**config.mk**
```make
export PLATFORM = sky130hd
export DESIGN_NAME = burst_addr_ctr
export DESIGN_NICKNAME = d
export VERILOG_FILES = /design/src/rtl/burst_addr_pkg.sv /design/src/rtl/burst_addr_decode.sv /design/src/rtl/burst_addr_next.sv /design/src/rtl/burst_addr_ctr.sv
export SDC_FILE = /design/constraint.sdc
export NUM_CORES = 1
export LEC_CHECK = 0
export ABC_AREA = 1
export BUFFER_PORTS_ARGS = -buffer_cell sky130_fd_sc_hd__buf_2
export CORE_AREA = 4 4 48 50
export DETAILED_ROUTE_END_ITERATION = 12
export DIE_AREA = 0 0 52 54
export PLACE_DENSITY = 0.74
export SLEW_MARGIN = 10
export SYNTH_ARGS = -nofsm -noshare
export SYNTH_HDL_FRONTEND = slang
export SYNTH_HIERARCHICAL = 1
export SYNTH_SLANG_ARGS = --single-unit
```
**constraint.sdc**
```tcl
create_clock -name clk -period 1.6 [get_ports clk]
set_input_delay 0.24 -clock clk [delete_from_list [all_inputs] [get_ports clk]]
set_output_delay 0.24 -clock clk [all_outputs]
set_load 0.005 [all_outputs]
```
**src/rtl/burst_addr_pkg.sv**
```systemverilog
package burst_addr_pkg;

  // Operation selected for the next clock edge, in priority order.
  typedef enum logic [1:0] {
    OP_HOLD  = 2'd0,
    OP_STEP  = 2'd1,
    OP_LOAD  = 2'd2,
    OP_CLEAR = 2'd3
  } addr_op_e;

endpackage

```
**src/rtl/burst_addr_decode.sv**
```systemverilog
module burst_addr_decode
  import burst_addr_pkg::*;
(
  input  logic     strobe_n,
  input  logic     cnt_en_n,
  input  logic     cnt_clr_n,
  output addr_op_e op
);

  // Fixed priority: clear, then load, then step, otherwise hold.
  always_comb begin
    if (!cnt_clr_n)      op = OP_CLEAR;
    else if (!strobe_n)  op = OP_LOAD;
    else if (!cnt_en_n)  op = OP_STEP;
    else                 op = OP_HOLD;
  end

endmodule

```
**src/rtl/burst_addr_next.sv**
```systemverilog
module burst_addr_next
  import burst_addr_pkg::*;
#(
  parameter int ADDR_W = 12
) (
  input  addr_op_e            op,
  input  logic [ADDR_W-1:0]   cur,
  input  logic [ADDR_W-1:0]   ext,
  output logic [ADDR_W-1:0]   nxt
);

  localparam logic [ADDR_W-1:0] ZERO = '0;
  localparam logic [ADDR_W-1:0] ONE  = ADDR_W'(1);

  logic [ADDR_W-1:0] stepped;

  // Modulo-2^ADDR_W increment: the carry out of the top bit is dropped.
  assign stepped = cur + ONE;

  always_comb begin
    unique case (op)
      OP_CLEAR: nxt = ZERO;
      OP_LOAD:  nxt = ext;
      OP_STEP:  nxt = stepped;
      default:  nxt = cur;
    endcase
  end

endmodule

```
**src/rtl/burst_addr_ctr.sv**
```systemverilog
module burst_addr_ctr
  import burst_addr_pkg::*;
#(
  parameter int ADDR_W = 12
) (
  input  logic              clk,
  input  logic              rst,
  input  logic [ADDR_W-1:0] addr_in,
  input  logic              strobe_n,
  input  logic              cnt_en_n,
  input  logic              cnt_clr_n,
  output logic [ADDR_W-1:0] addr_out
);

  addr_op_e          op;
  logic [ADDR_W-1:0] addr_q;
  logic [ADDR_W-1:0] addr_d;

  burst_addr_decode u_decode (
    .strobe_n  (strobe_n),
    .cnt_en_n  (cnt_en_n),
    .cnt_clr_n (cnt_clr_n),
    .op        (op)
  );

  burst_addr_next #(.ADDR_W(ADDR_W)) u_next (
    .op  (op),
    .cur (addr_q),
    .ext (addr_in),
    .nxt (addr_d)
  );

  always_ff @(posedge clk) begin
    if (rst) addr_q <= '0;
    else     addr_q <= addr_d;
  end

  assign addr_out = addr_q;

endmodule

```
==> results.json <==
{
  "outcome": "finished clean",
  "tightest_slew_ns": 0.357,
  "die_y_um": 54,
  "postCtsHoldBufs": 0,
  "clock-sinks": 12,
  "slowest_stage": "dfxtp_1",
  "wirelength_mm": 2.00,
  "drt_iter0_markers": 28,
  "r2r_setup_slack_ns": 0.24,
  "synth_nets": 163,
  "grt.total_usage_pct": 15.7,
  "synth_cells": 145,
  "timing.rr.start": "addr_out[0]$_SDFF_PP0_",
  "setup_tns_ns": 0,
  "cts_buffers": 3,
  "layout.nets": 193,
  "port_buffers": 28,
  "firstDrtPassIters": 4,
  "finalSetupViolCount": 0,
  "drive_gt1_share_pct": 25.9,
  "cts_root_buffer": "clkbuf_4",
  "die_x_um": 52,
  "antenna_found_initial": 0,
  "cp.buffers_inverters": 2,
  "cts_max_level": 1,
  "fin_crit_ns": 1.36,
  "antenna_left": 0,
  "critPathTopFamily": "simple AND/OR/NAND/NOR gates",
  "drv_cap": 0,
  "p_per_area_nw_per_um2": 656,
  "synthToLayoutAreaGrowth_pct": 20.4,
  "max_stage_delay_ns": 0.43,
  "leakage_nw": 0.518,
  "cts_max_path_buffers": 2,
  "vias": 942,
  "crit_path_start_kind": "flip-flop",
  "ctsResizeCount": 0,
  "routedWlPerCell_um": 9.94,
  "grt_pass1_vias": 845,
  "synth-seq-area-share_pct": 27.7,
  "critPathMostFrequentCell": "nand2_1",
  "hold_path.class": "in -> reg",
  "fmax_ghz": 0.738,
  "gp_congestion": 0.846,
  "grt_overflow_total": 0,
  "core_um2": 1900,
  "regToRegEndpoint": "addr_out[8]$_SDFF_PP0_",
  "worst-endpoint-required_ns": 1.76,
  "relSlewSlack_pct": 76.2,
  "antennaDiodeCount": 0,
  "rsz0062_at_grt": "false",
  "ir_drop_v": 0.000388,
  "cts_tree": "yes",
  "yosys_warnings": 6,
  "worstSetupEndpointType": "flip-flop",
  "min_period_over_period_pct": 84.7,
  "hp-start": "addr_in[8]",
  "num_rows": 16,
  "postCtsSetupBuffers": 0,
  "drc_errors": 0,
  "synth_area_um2": 866,
  "clk_latency_ns": 0.27,
  "ys_ff_latch": 12,
  "min_to": "addr_out[8]$_SDFF_PP0_",
  "dpl.hpwl_mm": 1.55,
  "hold_depth": 5,
  "worst-r2r-cell-count": 10,
  "grt_max_degree": 13,
  "hold_viol_final": 0,
  "crit_path_cell_trace": "ha_1 -> nand2_1 -> inv_2 -> nand3_2 -> nand2_2 -> nand3_1 -> nand2_1 -> nand2_1 -> inv_1 -> nor2_1",
  "path_clk_slew_ns": 0.08,
  "pin_count": 29,
  "avgSynthCellArea_um2": 5.97,
  "holdWs_ns": 0.271,
  "arrival_ns": 1.52,
  "initial_core_util_pct": 45.5,
  "viasPerCell": 4.69,
  "ys_types": 17,
  "largest_reg_flops": 12,
  "grt_pass1_wl_mm": 3.37,
  "fin_skew_ns": 0.00237,
  "crit_fanout": 6,
  "path_class": "reg -> reg",
  "slew_violations": 0,
  "die-area_um2": 2810
}
## worst reg2reg max path, stage by stage, from the launching register on
cell,delay (ns)
dfxtp_1,0.43
ha_1,0.20
nand2_1,0.09
inv_2,0.09
nand3_2,0.11
nand2_2,0.10
nand3_1,0.06
nand2_1,0.06
nand2_1,0.04
inv_1,0.04
nor2_1,0.03
## metrics by stage
step           util (%)  instance area, um^2  power (mW)  worst slack (ns)  instances
4_1_cts            54.8                 1040       0.699             0.242        201
3_5_place_dp       52.9                 1010       0.449             0.205        197
5_1_grt            54.8                 1040       0.728            0.0528        201
3_3_place_gp       52.9                 1010       0.445             0.232        197
6_report           54.8                 1040       0.684             0.244        201
2_1_floorplan         -                  866       0.410             0.405        145
## placed cells by master, fill, tap and decap left out, types with 2 or more instances in the layout
cell / netlist / routed
nor2_1: 15 / 15
o21bai_1: 2 / 2
buf_2: 0 / 28
clkbuf_4: 0 / 3
nand3_1: 18 / 18
o211ai_1: 4 / 4
inv_2: 3 / 3
nand2_1: 42 / 42
nand2_2: 4 / 4
o21ai_0: 6 / 6
inv_1: 27 / 27
dfxtp_1: 12 / 12
nor2_4: 2 / 2
nor2_2: 3 / 3
## worst max path at each step
stage	depth (start not counted)	slack, ns	endpoint	startpoint
6_report	10	0.24	addr_out[8]$_SDFF_PP0_	addr_out[0]$_SDFF_PP0_
3_5_place_dp	12	0.21	addr_out[11]$_SDFF_PP0_	strobe_n
3_3_place_gp	12	0.23	addr_out[10]$_SDFF_PP0_	strobe_n
2_1_floorplan	9	0.41	addr_out[10]$_SDFF_PP0_	addr_out[0]$_SDFF_PP0_
4_1_cts	10	0.24	addr_out[8]$_SDFF_PP0_	addr_out[0]$_SDFF_PP0_
5_1_grt	9	0.05	addr_out[10]$_SDFF_PP0_	addr_out[0]$_SDFF_PP0_
## power by group
part | switching (mW) | internal (mW) | leakage (nW)
sequential | 0.0157 | 0.312 | 0.0980
combinational | 0.0643 | 0.0492 | 0.399
clock | 0.105 | 0.138 | 0.0210
## layer usage
metal | global-route usage (%) | vias to the layer above | share of wire, %
li1 | - | 500 | -
met1 | 19.7 | 410 | 44
met2 | 27.4 | 30 | 49
met3 | 1.39 | 2 | 5.8
met4 | 6.55 | 0 | 0.95
met5 | 0 | - | 0
## synth_stat cells
cell | instances | area [um^2]
dfxtp_1 | 12 | 240
nand3_2 | 1 | 10.0
inv_2 | 3 | 11.3
buf_6 | 3 | 33.8
nor2_4 | 2 | 22.5
nand2_2 | 4 | 25.0
nand2_1 | 42 | 158
nand3_1 | 18 | 90.1
o21bai_1 | 2 | 15.0
o21ai_0 | 6 | 30.0
nor2_1 | 15 | 56.3
o21ai_1 | 1 | 5.00
nor2_2 | 3 | 18.8
nand4_1 | 1 | 6.26
o211ai_1 | 4 | 30.0
ha_1 | 1 | 12.5
inv_1 | 27 | 101
## layout make-up
class	count	area, um^2
fill	197	860
tap	27	33.8
sequential	12	240
multi-input combinational	100	479
inverter	30	113
clock buffer	4	36.3
timing repair buffer	28	140
## logic make-up (layout without fill, tap and decap cells)
| group | count (synthesis) | in the layout | synth area share (%) |
|---|---|---|---|
| buffers and inverters | 33 | 62 | 16.9 |
| AOI/OAI and AO/OA | 13 | 13 | 9.25 |
| adders and majority gates | 1 | 1 | 1.44 |
| and+or+nand+nor | 86 | 86 | 44.7 |
| DFF | 12 | 12 | 27.7 |
(Power assumes the default switching activity.)
